### src/rtl/iqcal_pkg.sv
// Shared definitions for the I/Q image-rejection calibrator.
// Assumes nothing beyond standard SystemVerilog packages.
package iqcal_pkg;

    // Controller phases of one calibration run
    typedef enum logic [2:0] {
        ST_IDLE,
        ST_SETTLE,
        ST_MEAS,
        ST_DECIDE,
        ST_DONE
    } cal_state_e;

    // Output samples discarded after a settings change before integrating:
    // two pipeline stages plus one detector history register, plus margin.
    localparam int SETTLE_SMP = 4;

endpackage

### src/rtl/iqcal_corrector.sv
// Correction datapath. Q is linearly interpolated between the current and
// the previous sample with coefficient dly/2^DLY_W and then scaled by gain
// (unity at 2^(GAIN_W-2)) with saturation. I is averaged over the same two
// taps, which matches Q at the nominal coefficient of one half.
// Assumes gain and dly change only between samples that it may discard.
module iqcal_corrector #(
    parameter int W      = 16,
    parameter int GAIN_W = 16,
    parameter int DLY_W  = 12
) (
    input  logic                     clk,
    input  logic                     rst_n,
    input  logic                     in_valid,
    input  logic signed [W-1:0]      in_i,
    input  logic signed [W-1:0]      in_q,
    input  logic signed [GAIN_W-1:0] gain,
    input  logic [DLY_W-1:0]         dly,
    output logic                     out_valid,
    output logic signed [W-1:0]      out_i,
    output logic signed [W-1:0]      out_q
);
    localparam int PW = W + DLY_W + 3;
    localparam int MW = W + GAIN_W;
    localparam logic signed [DLY_W+1:0] C_FULL = (DLY_W+2)'(1 << DLY_W);
    localparam logic signed [W+1:0]     Q_HI   = (W+2)'((1 << (W-1)) - 1);
    localparam logic signed [W+1:0]     Q_LO   = -Q_HI - 1;

    logic signed [W-1:0]     i_prev, q_prev, i_s1, q_s1, q_sat;
    logic                    v1;
    logic signed [DLY_W+1:0] c_old, c_now;
    logic signed [PW-1:0]    q_mix;
    logic signed [W:0]       i_sum;
    logic signed [MW-1:0]    q_scaled;
    logic signed [W+1:0]     q_shift;

    // Interpolation and gain arithmetic for both paths
    always_comb begin
        c_old    = signed'({2'b00, dly});
        c_now    = C_FULL - c_old;
        q_mix    = PW'(in_q) * PW'(c_now) + PW'(q_prev) * PW'(c_old);
        i_sum    = (W+1)'(in_i) + (W+1)'(i_prev);
        q_scaled = MW'(q_s1) * MW'(gain);
        q_shift  = (W+2)'(q_scaled >>> (GAIN_W-2));
        if (q_shift > Q_HI)      q_sat = W'(Q_HI);
        else if (q_shift < Q_LO) q_sat = W'(Q_LO);
        else                     q_sat = W'(q_shift);
    end

    // Stage 1: tap history and interpolated samples
    always_ff @(posedge clk) begin
        if (!rst_n) begin
            i_prev <= '0; q_prev <= '0; i_s1 <= '0; q_s1 <= '0; v1 <= 1'b0;
        end else begin
            v1 <= in_valid;
            if (in_valid) begin
                i_prev <= in_i;
                q_prev <= in_q;
                i_s1   <= i_sum[W:1];
                q_s1   <= W'(q_mix >>> DLY_W);
            end
        end
    end

    // Stage 2: gain-corrected output register
    always_ff @(posedge clk) begin
        if (!rst_n) begin
            out_valid <= 1'b0; out_i <= '0; out_q <= '0;
        end else begin
            out_valid <= v1;
            if (v1) begin
                out_i <= i_s1;
                out_q <= q_sat;
            end
        end
    end

    // outputs only move when a sample leaves stage 1
    a_r2_hold_between: assert property (@(posedge clk) disable iff (!rst_n)
        !v1 |=> ($stable(out_i) && $stable(out_q)));

endmodule

### src/rtl/iqcal_tone.sv
// Image-tone generator at a quarter of the sample rate, image side
// (Q lags I by a quarter turn in the negative sense). Zero when inactive.
// Assumes start and adv are never high together in normal use; start wins.
module iqcal_tone #(
    parameter int W   = 16,
    parameter int AMP = 8192
) (
    input  logic                clk,
    input  logic                rst_n,
    input  logic                start,
    input  logic                active,
    input  logic                adv,
    output logic signed [W-1:0] tone_i,
    output logic signed [W-1:0] tone_q
);
    localparam logic signed [W-1:0] T_POS = W'(AMP);
    localparam logic signed [W-1:0] T_NEG = -T_POS;

    logic [1:0] phase;

    // Phase counter, restarted by start, advanced per consumed sample
    always_ff @(posedge clk) begin
        if (!rst_n)               phase <= 2'd0;
        else if (start)           phase <= 2'd0;
        else if (active && adv)   phase <= phase + 2'd1;
    end

    // Quadrant lookup
    always_comb begin
        tone_i = '0;
        tone_q = '0;
        if (active) begin
            case (phase)
                2'd0: tone_i = T_POS;
                2'd1: tone_q = T_NEG;
                2'd2: tone_i = T_NEG;
                default: tone_q = T_POS;
            endcase
        end
    end

    // while active exactly one rail carries the tone
    a_r4_one_rail: assert property (@(posedge clk) disable iff (!rst_n)
        active |-> ((tone_i == '0) != (tone_q == '0)));

endmodule

### src/rtl/iqcal_detector.sv
// Image detector. Folds the corrected pair into the two residual terms
// i[n-1]+q[n] and i[n]-q[n-1], which vanish for a balanced quarter-rate
// image tone, and integrates their squared sum with saturation.
// Assumes ACC_W exceeds 2*W+2 so one term never saturates alone.
module iqcal_detector #(
    parameter int W     = 16,
    parameter int ACC_W = 40
) (
    input  logic                clk,
    input  logic                rst_n,
    input  logic                smp_valid,
    input  logic signed [W-1:0] ci,
    input  logic signed [W-1:0] cq,
    input  logic                clr,
    input  logic                en,
    output logic [ACC_W-1:0]    energy
);
    localparam int RW  = W + 1;
    localparam int SQW = 2 * RW;

    logic signed [W-1:0]   ci_prev, cq_prev;
    logic signed [RW-1:0]  r_a, r_b;
    logic signed [SQW-1:0] sq_a, sq_b;
    logic [SQW:0]          pwr;
    logic [ACC_W:0]        sum;

    // Residual terms, their power, and the widened running sum
    always_comb begin
        r_a  = RW'(ci_prev) + RW'(cq);
        r_b  = RW'(ci) - RW'(cq_prev);
        sq_a = SQW'(r_a) * SQW'(r_a);
        sq_b = SQW'(r_b) * SQW'(r_b);
        pwr  = {1'b0, sq_a} + {1'b0, sq_b};
        sum  = {1'b0, energy} + (ACC_W+1)'(pwr);
    end

    // Sample history for the one-sample quadrature shift
    always_ff @(posedge clk) begin
        if (!rst_n) begin
            ci_prev <= '0; cq_prev <= '0;
        end else if (smp_valid) begin
            ci_prev <= ci; cq_prev <= cq;
        end
    end

    // Saturating accumulator
    always_ff @(posedge clk) begin
        if (!rst_n || clr)  energy <= '0;
        else if (en)        energy <= sum[ACC_W] ? '1 : sum[ACC_W-1:0];
    end

    // integration never wraps downward
    a_r7_energy_monotone: assert property (@(posedge clk) disable iff (!rst_n)
        (en && !clr) |=> (energy >= $past(energy)));

endmodule

### src/rtl/iqcal_ctrl.sv
// Calibration controller. Measures a baseline, then alternates trial steps
// on gain and delay. A trial that lowers the energy is kept; otherwise that
// axis reverts and its step is reversed and halved (never below one LSB).
// Ends when both steps are one LSB or after MAX_ITER trials.
// Assumes smp_valid marks corrected samples and energy is the detector sum.
module iqcal_ctrl
    import iqcal_pkg::*;
#(
    parameter int GAIN_W   = 16,
    parameter int DLY_W    = 12,
    parameter int ACC_W    = 40,
    parameter int ACC_LEN  = 1024,
    parameter int MAX_ITER = 64,
    parameter int STEP_G0  = 256,
    parameter int STEP_D0  = 256
) (
    input  logic                     clk,
    input  logic                     rst_n,
    input  logic                     start,
    input  logic                     smp_valid,
    input  logic [ACC_W-1:0]         energy,
    output logic signed [GAIN_W-1:0] gain,
    output logic [DLY_W-1:0]         dly,
    output logic                     busy,
    output logic                     done,
    output logic                     det_clr,
    output logic                     det_en
);
    localparam int CNT_W = $clog2(ACC_LEN + SETTLE_SMP + 1);
    localparam int IT_W  = $clog2(MAX_ITER + 1);
    localparam logic signed [GAIN_W-1:0] G_ONE  = GAIN_W'(1 << (GAIN_W-2));
    localparam logic [DLY_W-1:0]         D_HALF = DLY_W'(1 << (DLY_W-1));
    localparam logic signed [GAIN_W:0]   G_HI   = (GAIN_W+1)'((1 << (GAIN_W-1)) - 1);
    localparam logic signed [GAIN_W:0]   G_LO   = -G_HI - 1;
    localparam logic signed [DLY_W+1:0]  D_HI   = (DLY_W+2)'((1 << DLY_W) - 1);

    cal_state_e                state_q;
    logic [CNT_W-1:0]          cnt_q;
    logic signed [GAIN_W-1:0]  gbase_q, sg_q, gkeep, sg_n, gain_n;
    logic [DLY_W-1:0]          dbase_q, dkeep, dly_n;
    logic signed [DLY_W:0]     sd_q, sd_n;
    logic                      axis_q, axis_n, base_q, fin;
    logic [ACC_W-1:0]          best_q, best_n;
    logic [IT_W-1:0]           iter_q;

    function automatic logic signed [GAIN_W-1:0] halve_g(input logic signed [GAIN_W-1:0] s);
        if (s == 1 || s == -1) return -s;
        return -(s >>> 1);
    endfunction

    function automatic logic signed [DLY_W:0] halve_d(input logic signed [DLY_W:0] s);
        if (s == 1 || s == -1) return -s;
        return -(s >>> 1);
    endfunction

    function automatic logic signed [GAIN_W-1:0] add_g(input logic signed [GAIN_W-1:0] g,
                                                       input logic signed [GAIN_W-1:0] s);
        logic signed [GAIN_W:0] t;
        t = (GAIN_W+1)'(g) + (GAIN_W+1)'(s);
        if (t > G_HI) t = G_HI;
        if (t < G_LO) t = G_LO;
        return t[GAIN_W-1:0];
    endfunction

    function automatic logic [DLY_W-1:0] add_d(input logic [DLY_W-1:0] d,
                                               input logic signed [DLY_W:0] s);
        logic signed [DLY_W+1:0] t;
        t = signed'({2'b00, d}) + (DLY_W+2)'(s);
        if (t > D_HI) t = D_HI;
        if (t < 0)    t = '0;
        return t[DLY_W-1:0];
    endfunction

    // Decision logic: keep or revert the trial, then pick the next trial
    always_comb begin
        gkeep  = gain;
        dkeep  = dly;
        sg_n   = sg_q;
        sd_n   = sd_q;
        best_n = best_q;
        if (base_q || energy < best_q) begin
            best_n = energy;
        end else if (!axis_q) begin
            gkeep = gbase_q;
            sg_n  = halve_g(sg_q);
        end else begin
            dkeep = dbase_q;
            sd_n  = halve_d(sd_q);
        end
        axis_n = base_q ? 1'b0 : !axis_q;
        fin    = !base_q && ((iter_q == IT_W'(MAX_ITER - 1)) ||
                             ((sg_n == 1 || sg_n == -1) && (sd_n == 1 || sd_n == -1)));
        gain_n = gkeep;
        dly_n  = dkeep;
        if (!fin) begin
            if (!axis_n) gain_n = add_g(gkeep, sg_n);
            else         dly_n  = add_d(dkeep, sd_n);
        end
    end

    // Sequencer and settings registers
    always_ff @(posedge clk) begin
        if (!rst_n || start) begin
            state_q <= rst_n ? ST_SETTLE : ST_IDLE;
            cnt_q   <= '0;
            gain    <= G_ONE;  gbase_q <= G_ONE;
            dly     <= D_HALF; dbase_q <= D_HALF;
            sg_q    <= GAIN_W'(STEP_G0);
            sd_q    <= (DLY_W+1)'(STEP_D0);
            axis_q  <= 1'b0;
            base_q  <= 1'b1;
            best_q  <= '0;
            iter_q  <= '0;
        end else begin
            case (state_q)
                ST_SETTLE: if (smp_valid) begin
                    if (cnt_q == CNT_W'(SETTLE_SMP - 1)) begin
                        state_q <= ST_MEAS; cnt_q <= '0;
                    end else cnt_q <= cnt_q + 1'b1;
                end
                ST_MEAS: if (smp_valid) begin
                    if (cnt_q == CNT_W'(ACC_LEN - 1)) begin
                        state_q <= ST_DECIDE; cnt_q <= '0;
                    end else cnt_q <= cnt_q + 1'b1;
                end
                ST_DECIDE: begin
                    state_q <= fin ? ST_DONE : ST_SETTLE;
                    gain    <= gain_n;  gbase_q <= gkeep;
                    dly     <= dly_n;   dbase_q <= dkeep;
                    sg_q    <= sg_n;    sd_q    <= sd_n;
                    axis_q  <= axis_n;  best_q  <= best_n;
                    base_q  <= 1'b0;
                    if (!base_q) iter_q <= iter_q + 1'b1;
                end
                default: ;
            endcase
        end
    end

    // Status decode towards detector, tone and the block boundary
    always_comb begin
        done    = (state_q == ST_DONE);
        busy    = (state_q == ST_SETTLE) || (state_q == ST_MEAS) || (state_q == ST_DECIDE);
        det_clr = (state_q != ST_MEAS);
        det_en  = (state_q == ST_MEAS) && smp_valid;
    end

    // trial budget is never exceeded
    a_r6_iter_cap: assert property (@(posedge clk) disable iff (!rst_n)
        iter_q <= IT_W'(MAX_ITER));

    // locked settings stay put until a restart
    a_r9_lock_holds: assert property (@(posedge clk) disable iff (!rst_n)
        (done && !start) |=> (done && $stable(gain) && $stable(dly)));

    // a restart drops done and starts work
    a_r5_restart: assert property (@(posedge clk) disable iff (!rst_n)
        start |=> (!done && busy));

endmodule

### src/rtl/iq_image_cal.sv
// Top of the I/Q imbalance image-rejection calibrator: correction datapath,
// image-tone generator, image detector and descent controller.
// Assumes in_valid is low in the cycle cal_start is pulsed.
module iq_image_cal #(
    parameter int W        = 16,
    parameter int GAIN_W   = 16,
    parameter int DLY_W    = 12,
    parameter int ACC_W    = 40,
    parameter int ACC_LEN  = 1024,
    parameter int MAX_ITER = 64,
    parameter int STEP_G0  = 256,
    parameter int STEP_D0  = 256,
    parameter int TONE_AMP = 8192
) (
    input  logic                clk,
    input  logic                rst_n,
    input  logic                in_valid,
    input  logic signed [W-1:0] in_i,
    input  logic signed [W-1:0] in_q,
    input  logic                cal_start,
    output logic                out_valid,
    output logic signed [W-1:0] out_i,
    output logic signed [W-1:0] out_q,
    output logic signed [W-1:0] tone_i,
    output logic signed [W-1:0] tone_q,
    output logic                cal_done
);
    logic signed [GAIN_W-1:0] gain;
    logic [DLY_W-1:0]         dly;
    logic                     busy, det_clr, det_en;
    logic [ACC_W-1:0]         energy;

    iqcal_corrector #(.W(W), .GAIN_W(GAIN_W), .DLY_W(DLY_W)) u_corr (
        .clk(clk), .rst_n(rst_n), .in_valid(in_valid), .in_i(in_i), .in_q(in_q),
        .gain(gain), .dly(dly), .out_valid(out_valid), .out_i(out_i), .out_q(out_q));

    iqcal_tone #(.W(W), .AMP(TONE_AMP)) u_tone (
        .clk(clk), .rst_n(rst_n), .start(cal_start), .active(busy), .adv(in_valid),
        .tone_i(tone_i), .tone_q(tone_q));

    iqcal_detector #(.W(W), .ACC_W(ACC_W)) u_det (
        .clk(clk), .rst_n(rst_n), .smp_valid(out_valid), .ci(out_i), .cq(out_q),
        .clr(det_clr), .en(det_en), .energy(energy));

    iqcal_ctrl #(.GAIN_W(GAIN_W), .DLY_W(DLY_W), .ACC_W(ACC_W), .ACC_LEN(ACC_LEN),
                 .MAX_ITER(MAX_ITER), .STEP_G0(STEP_G0), .STEP_D0(STEP_D0)) u_ctrl (
        .clk(clk), .rst_n(rst_n), .start(cal_start), .smp_valid(out_valid),
        .energy(energy), .gain(gain), .dly(dly), .busy(busy), .done(cal_done),
        .det_clr(det_clr), .det_en(det_en));

    // no tone leaves the block once calibration has locked
    a_r4_quiet_when_done: assert property (@(posedge clk) disable iff (!rst_n)
        cal_done |-> (tone_i == '0 && tone_q == '0));

endmodule

### config.mk
export PLATFORM = sky130hd
export DESIGN_NAME = iq_image_cal
export DESIGN_NICKNAME = d
export VERILOG_FILES = /design/src/rtl/iqcal_pkg.sv /design/src/rtl/iqcal_corrector.sv /design/src/rtl/iqcal_tone.sv /design/src/rtl/iqcal_detector.sv /design/src/rtl/iqcal_ctrl.sv /design/src/rtl/iq_image_cal.sv
export SDC_FILE = /design/constraint.sdc
export NUM_CORES = 2
export LEC_CHECK = 0
export ABC_CLOCK_PERIOD_IN_PS = 23400
export BUFFER_PORTS_ARGS = -buffer_cell sky130_fd_sc_hd__clkbuf_2
export CORE_ASPECT_RATIO = 1.4
export CORE_UTILIZATION = 65
export CTS_CLUSTER_DIAMETER = 100
export DETAILED_ROUTE_END_ITERATION = 8
export PLACE_DENSITY = 0.91
export SLEW_MARGIN = 5
export SYNTH_ARGS = -nofsm -noshare
export SYNTH_HDL_FRONTEND = slang
export SYNTH_HIERARCHICAL = 1
export SYNTH_SLANG_ARGS = --single-unit
### constraint.sdc
create_clock -name clk -period 23.4 [get_ports clk]
set_input_delay 2.34 -clock clk [delete_from_list [all_inputs] [get_ports clk]]
set_output_delay 2.34 -clock clk [all_outputs]
set_load 0.01 [all_outputs]
==> Word level (Yosys, flattened, before mapping) <==
Index checks and enable logic that the tools add are counted.
{ "totals": {"romBits": 0, "input_bits": 36, "ram_bits": 0, "mem_count": 0, "reg_bits": 320, "latchBits": 0, "word_cells": 155} }
{ "op_classes": {"n_lt_le_gt_ge": 7, "n_bitwise": 2, "n_addsub": 16, "mul": 5, "muxes": 51, "n_eq_ne": 24, "div": 0, "shifts": 0, "reduce_logical": 26} }
{ "ops": {"columns": ["cell", "count"], "rows": [
  ["2-to-1 mux 16 bit", 13],
  ["multiplier 17 x 17 -> 34 bit", 2],
  ["case mux 16 bit (2 select lines)", 2],
  ["2-to-1 mux 12 bit", 5],
  ["2-to-1 mux 13 bit", 4],
  ["adder 16 x 16 -> 17 bit", 3],
  ["2-to-1 mux 17 bit", 3],
  ["2-to-1 mux 11 bit", 4],
  ["2-to-1 mux 14 bit", 3],
  ["adder 40 x 35 -> 41 bit", 1],
  ["less-than comparator 40 bit", 1],
  ["2-to-1 mux 40 bit", 1],
  ["adder 34 x 34 -> 35 bit", 1],
  ["== test 16 x 1 -> 1 bit (second input constant)", 2],
  ["== test 16 x 2 -> 1 bit (second input constant)", 2],
  ["multiplier 16 x 16 -> 32 bit", 1],
  ["adder 28 bit", 1],
  ["multiplier 16 x 13 -> 28 bit", 1],
  ["multiplier 16 x 14 -> 28 bit", 1],
  ["== test 13 x 1 -> 1 bit (second input constant)", 2],
  ["== test 13 x 2 -> 1 bit (second input constant)", 2],
  ["case mux 11 bit (2 select lines)", 1],
  ["greater-than comparator 18 x 16 -> 1 bit (second input constant)", 1],
  ["less-than comparator 18 x 16 -> 1 bit (second input constant)", 1],
  ["other kinds (39)", 73]
]} }

==> Longest topological paths before layout <==
{ "depth": {"ltp_word": 18, "ltp_mapped": 47, "ltp_nobuf": 44} }

==> Hierarchy <==
The synthesis kept the hierarchy.
{ "by_module_without_submodules": {"columns": ["module", "seq_area_each_um2", "instances", "area_each_um2", "cells_each"], "rows": [
  ["iqcal_corrector", 1961.9, 1, 28297.1, 3076],
  ["iqcal_detector", 1441.4, 1, 26145.1, 2949],
  ["iqcal_ctrl", 2992.9, 1, 10556.4, 1417],
  ["iqcal_tone", 40.0, 1, 355.3, 45]
]} }

==> Worst setup path before layout <==
OpenSTA, ideal clock, no wires.
{ "synth_timing": {"kind": "register to register", "from": "register u_corr.out_q[0]", "to": "register u_det.energy[38]", "path_buffers": 2, "synth_period_minus_slack_ns": 10.064, "t_required_ns": 23.297, "stages_incl_launch_ff": 45, "arrival_ns": 9.960, "setup_slack_ns": 13.336, "cell_sequence": "dfxtp_1 ha_1 inv_1 fa_1 nor2b_1 o21ai_2 a211oi_1 nor3_1 xnor2_1 inv_1 buf_2 nor2_1 inv_1 fa_1 inv_1 fa_1 inv_1 fa_1 [9 not listed] a41o_1 o2111ai_1 nand2_1 a2111oi_2 nor3_1 xnor2_1 fa_1 inv_1 ha_1 clkbuf_1 nand2_1 nor3_1 nand4_1 o22a_1 o21a_1 a21boi_1 a31oi_1 a2111oi_2"} }
{ "synth_via": {"elab_chain_len": 5} }
{ "synth_rtl": {"columns": ["element", "line", "source"], "rows": [
  ["start, declared", "iqcal_corrector.sv:20", "output logic signed [W-1:0] out_q"],
  ["start signal, assigned", "iqcal_corrector.sv:72", "out_q <= q_sat;"],
  ["adder 16 x 16 -> 17 bit", "iqcal_detector.sv:29", "r_a = RW'(ci_prev) + RW'(cq);"],
  ["multiplier 17 x 17 -> 34 bit", "iqcal_detector.sv:31", "sq_a = SQW'(r_a) * SQW'(r_a);"],
  ["adder 34 x 34 -> 35 bit", "iqcal_detector.sv:33", "pwr = {1'b0, sq_a} + {1'b0, sq_b};"],
  ["adder 40 x 35 -> 41 bit", "iqcal_detector.sv:34", "sum = {1'b0, energy} + (ACC_W+1)'(pwr);"],
  ["2-to-1 mux 40 bit", "iqcal_detector.sv:49", "else if (en) energy <= sum[ACC_W] ? '1 : sum[ACC_W-1:0];"],
  ["end signal, assigned", "iqcal_detector.sv:49", null],
  ["end, declared", "iqcal_detector.sv:16", "output logic [ACC_W-1:0] energy"]
]} }
No other way between the ends.
A chain may end at the register's enable or synchronous reset.

==> Final worst setup path <==
{ "layout_timing": {"from": "register u_det.cq_prev[1]", "to": "register u_det.energy[27]"} }
{ "layout_via": {"elab_chain_len": 5} }
{ "layout_rtl": {"columns": ["element", "line", "source"], "rows": [
  ["start, declared", "iqcal_detector.sv:21", "logic signed [W-1:0] ci_prev, cq_prev;"],
  ["start signal, assigned", "iqcal_detector.sv:42", "ci_prev <= ci; cq_prev <= cq;"],
  ["subtractor 16 x 16 -> 17 bit", "iqcal_detector.sv:30", "r_b = RW'(ci) - RW'(cq_prev);"],
  ["multiplier 17 x 17 -> 34 bit", "iqcal_detector.sv:32", "sq_b = SQW'(r_b) * SQW'(r_b);"],
  ["adder 34 x 34 -> 35 bit", "iqcal_detector.sv:33", null],
  ["adder 40 x 35 -> 41 bit", "iqcal_detector.sv:34", null],
  ["2-to-1 mux 40 bit", "iqcal_detector.sv:49", null]
]} }
No other way between the ends.

==> summary.txt <==
Worst setup path
  – Critical-path top delay cell: a41o_1
  – CP dominant cell by count: inv_1
  – RR Endpoint: u_det/energy[27]$_SDFFE_PP0P_
  – Crit Path Max Fanout: 35
  – CP top delay family: adder cells
  – Worst path depth: 40
  – Crit path from: u_det/cq_prev[1]$_SDFFE_PN0P_
  – Start of the worst register-to-register path: u_det/cq_prev[1]$_SDFFE_PN0P_
  – Crit path buffers/inverters: 8
  – CP endpoint: u_det/energy[27]$_SDFFE_PP0P_
  – WS Path Type: flop to flop
  – CP Capture Type: flop
  – Path depth of the worst reg2reg path: 40
  – Worst EP arrival: 12.70 ns
  – Crit-path max cell delay: 0.98 ns
  – Worst EP required: 23.83 ns
  – Startpoint Class: flop
  – Reg2reg setup slack: 11.13 ns

Finish
  – Post-layout util: 0.6821
  – Filler Cells Inserted: 7,201
  – P&R area growth vs syn: 3.952%
  – FF/Latch Area: 0.006439 mm2
  – Largest regs: u_ctrl/best_q (40), u_det/energy (40)
  – Fin cells: 8,728
  – Area occupied by multi-input gates: 0.05161 mm2
  – ANT cells: 0
  – Nets: 9,187
  – Fraction of layout cells with a size suffix above 1: 0.04077

Global route
  – Met2 Use GR: 0.6250
  – Busiest metal layer after global routing: met2
  – Number of antenna violations at the first check in global routing: 6
  – Pin count of the biggest net entering global routing: 99
  – M3 GR Usage: 0.06918
  – Vias in the first global route: 57,560
  – Total gr overflow: 0
  – First-pass GRT wire length: 290,900 um
  – GRT Util Overall: 0.3617
  – Grt met1 use: 0.3831

Clocking
  – CTS root buf: clkbuf_16
  – Sink Count: 320
  – Clk slew on worst S/H paths: 0.06 ns
  – Clock latency on the worst-skew pair: 0.59 ns
  – Clock tree buffer depth: 3
  – # Post-CTS Setup Buffers: 0
  – H-tree lvl count: 2
  – CTS tree: built
  – Cts bufs inserted: 41
  – Hold-fix buffer count after cts: 0
  – # resized after CTS: 0

Die
  – Die Ht: 377.2 um
  – Core area: 0.09959 mm2
  – Row cnt: 137
  – Die width: 270.0 um
  – Die Area: 0.1018 mm2
  – Initial Util: 0.6562
  – I/O Pins: 102

Routing
  – DRC viols: 0
  – Routed Antenna Nets: 0
  – DR vias/cell: 6.042
  – Wirelength, routed: 180,000 um
  – WL/cell: 20.62 um
  – DR iter-0 viols: 4,227
  – Vias: 52,740
  – Pre-antenna DRT Iters: 6

Synth
  – Register area share after synthesis: 0.09848
  – Mapped cell area: 0.06535 mm2
  – Synth warn: 6
  – Synth Register Bits: 320
  – Top cell type's share of synthesized area: 0.3832
  – Most frequent cell after synthesis: inv_1
  – Synth top cells by count: 1,600 x inv_1, 1,251 x fa_1, 853 x nand2_1
  – Biggest area consumer among synthesized cells: fa_1
  – Ys async rst share: 0
  – EDFF count, synth: 3
  – Synth top area cells: fa_1 38%, ha_1 10%, dfxtp_1 9.7%
  – Cells after synthesis: 7,487
  – Mean post-synth cell area: 8.729 um2
  – Yosys cell types: 113
  – Ys flop type: dfxtp_1

Timing
  – RSZ-0062 raised after global routing: no
  – Final worst path period share: 0.5242
  – Relative slew slack: 0.1363
  – Max-slew violation count: 0
  – # setup viols final: 0
  – Skew final: 0.01835 ns
  – Least-Margin Pin Slew: 1.291 ns
  – Final setup margin: 11.13 ns
  – Fin. Hold Viols: 0
  – Setup TNS: 0 ns
  – Fmax: 81.53 MHz
  – Min cycle time layout: 12.27 ns

Placed design
  – Post-Place Cells: 8,656
  – HPWL after DPL: 144,200 um
  – Port bufs: 75
  – Dpl ws: 11.32 ns
  – Placer Congestion: 1.001

Run status
  – Status: complete, no violations

Job
  – Max-cap violations: 0

Worst hold path
  – Hold Crit Class: flop to flop
[metal layers]
layer,share of wire,up-vias
met1,0.33,25970
met3,0.074,1130
li1,-,22940
met2,0.50,2692
met4,0.098,8
met5,0.00034,-
[tightest hold or removal path, stage by stage (launching register included)]
cell and delay (ns):
dfxtp_1 0.30, nand2_1 0.05, a21oi_1 0.05
[cell families (layout without fill, tap and decap cells)]
family / count (synthesis) / in the layout / synth area share
AO/OA/AOI/OAI: 966 / 966 / 0.09707
XOR/XNOR: 261 / 261 / 0.03498
adder cells (fa/ha/maj): 1774 / 1774 / 0.4833
buffers and inverters: 1926 / 1822 / 0.1142
flip-flops: 320 / 320 / 0.09848
multiplexers: 137 / 137 / 0.02106
other: 1 / 26 / 0.00005738
AND/OR/NAND/NOR: 2102 / 2102 / 0.1509
[cell usage in the layout (no fill, tap or decap), types with 92 or more instances in the layout]
| cell type | n |
|---|---|
| xor2_1 | 92 |
| xnor2_1 | 166 |
| fa_1 | 1251 |
| o21ai_0 | 180 |
| nand2_1 | 852 |
| a21oi_1 | 301 |
| inv_1 | 1600 |
| and2_1 | 288 |
| ha_1 | 521 |
| nor2_1 | 460 |
| dfxtp_1 | 315 |
| nor2b_1 | 127 |
| mux2i_1 | 133 |
[worst min-delay path by stage]
| stage | startpoint | end | slack (ns) | depth (start not counted) |
|---|---|---|---|---|
| 3_3_place_gp | u_ctrl/best_q[0]$_SDFFE_PP0P_ | u_ctrl/best_q[0]$_SDFFE_PP0P_ | 0.44 | 2 |
| 2_1_floorplan | u_corr/i_s1[14]$_SDFFE_PN0P_ | u_corr/i_s1[14]$_SDFFE_PN0P_ | 0.42 | 2 |
| 6_report | u_ctrl/best_q[0]$_SDFFE_PP0P_ | u_ctrl/best_q[0]$_SDFFE_PP0P_ | 0.45 | 2 |
| 3_5_place_dp | u_ctrl/best_q[37]$_SDFFE_PP0P_ | u_ctrl/best_q[37]$_SDFFE_PP0P_ | 0.45 | 2 |
| 4_1_cts | u_ctrl/best_q[37]$_SDFFE_PP0P_ | u_ctrl/best_q[37]$_SDFFE_PP0P_ | 0.45 | 2 |
| 5_1_grt | u_ctrl/best_q[13]$_SDFFE_PP0P_ | u_ctrl/best_q[13]$_SDFFE_PP0P_ | 0.47 | 2 |
[stage by stage]
step | area, um2 | hold WS [ns]
after detailed placement | 66610 | 0.4467
after global placement | 66610 | 0.4378
after global routing | 67940 | 0.4667
final | 67940 | 0.4533
after floorplan | 65450 | 0.4248
after CTS | 67930 | 0.4547
[layout make-up]
class	instances	area share
clock buffers	49	0.01615
clock inverters	23	0.003205
inverters	1609	0.08899
multi-input cells	5266	0.7597
flip-flops and latches	320	0.09478
well taps	1320	0.02431
repair buffers	141	0.01289
Power is not shown: default switching activity piles up to over one toggle a cycle in this logic, so the estimate is an artifact.
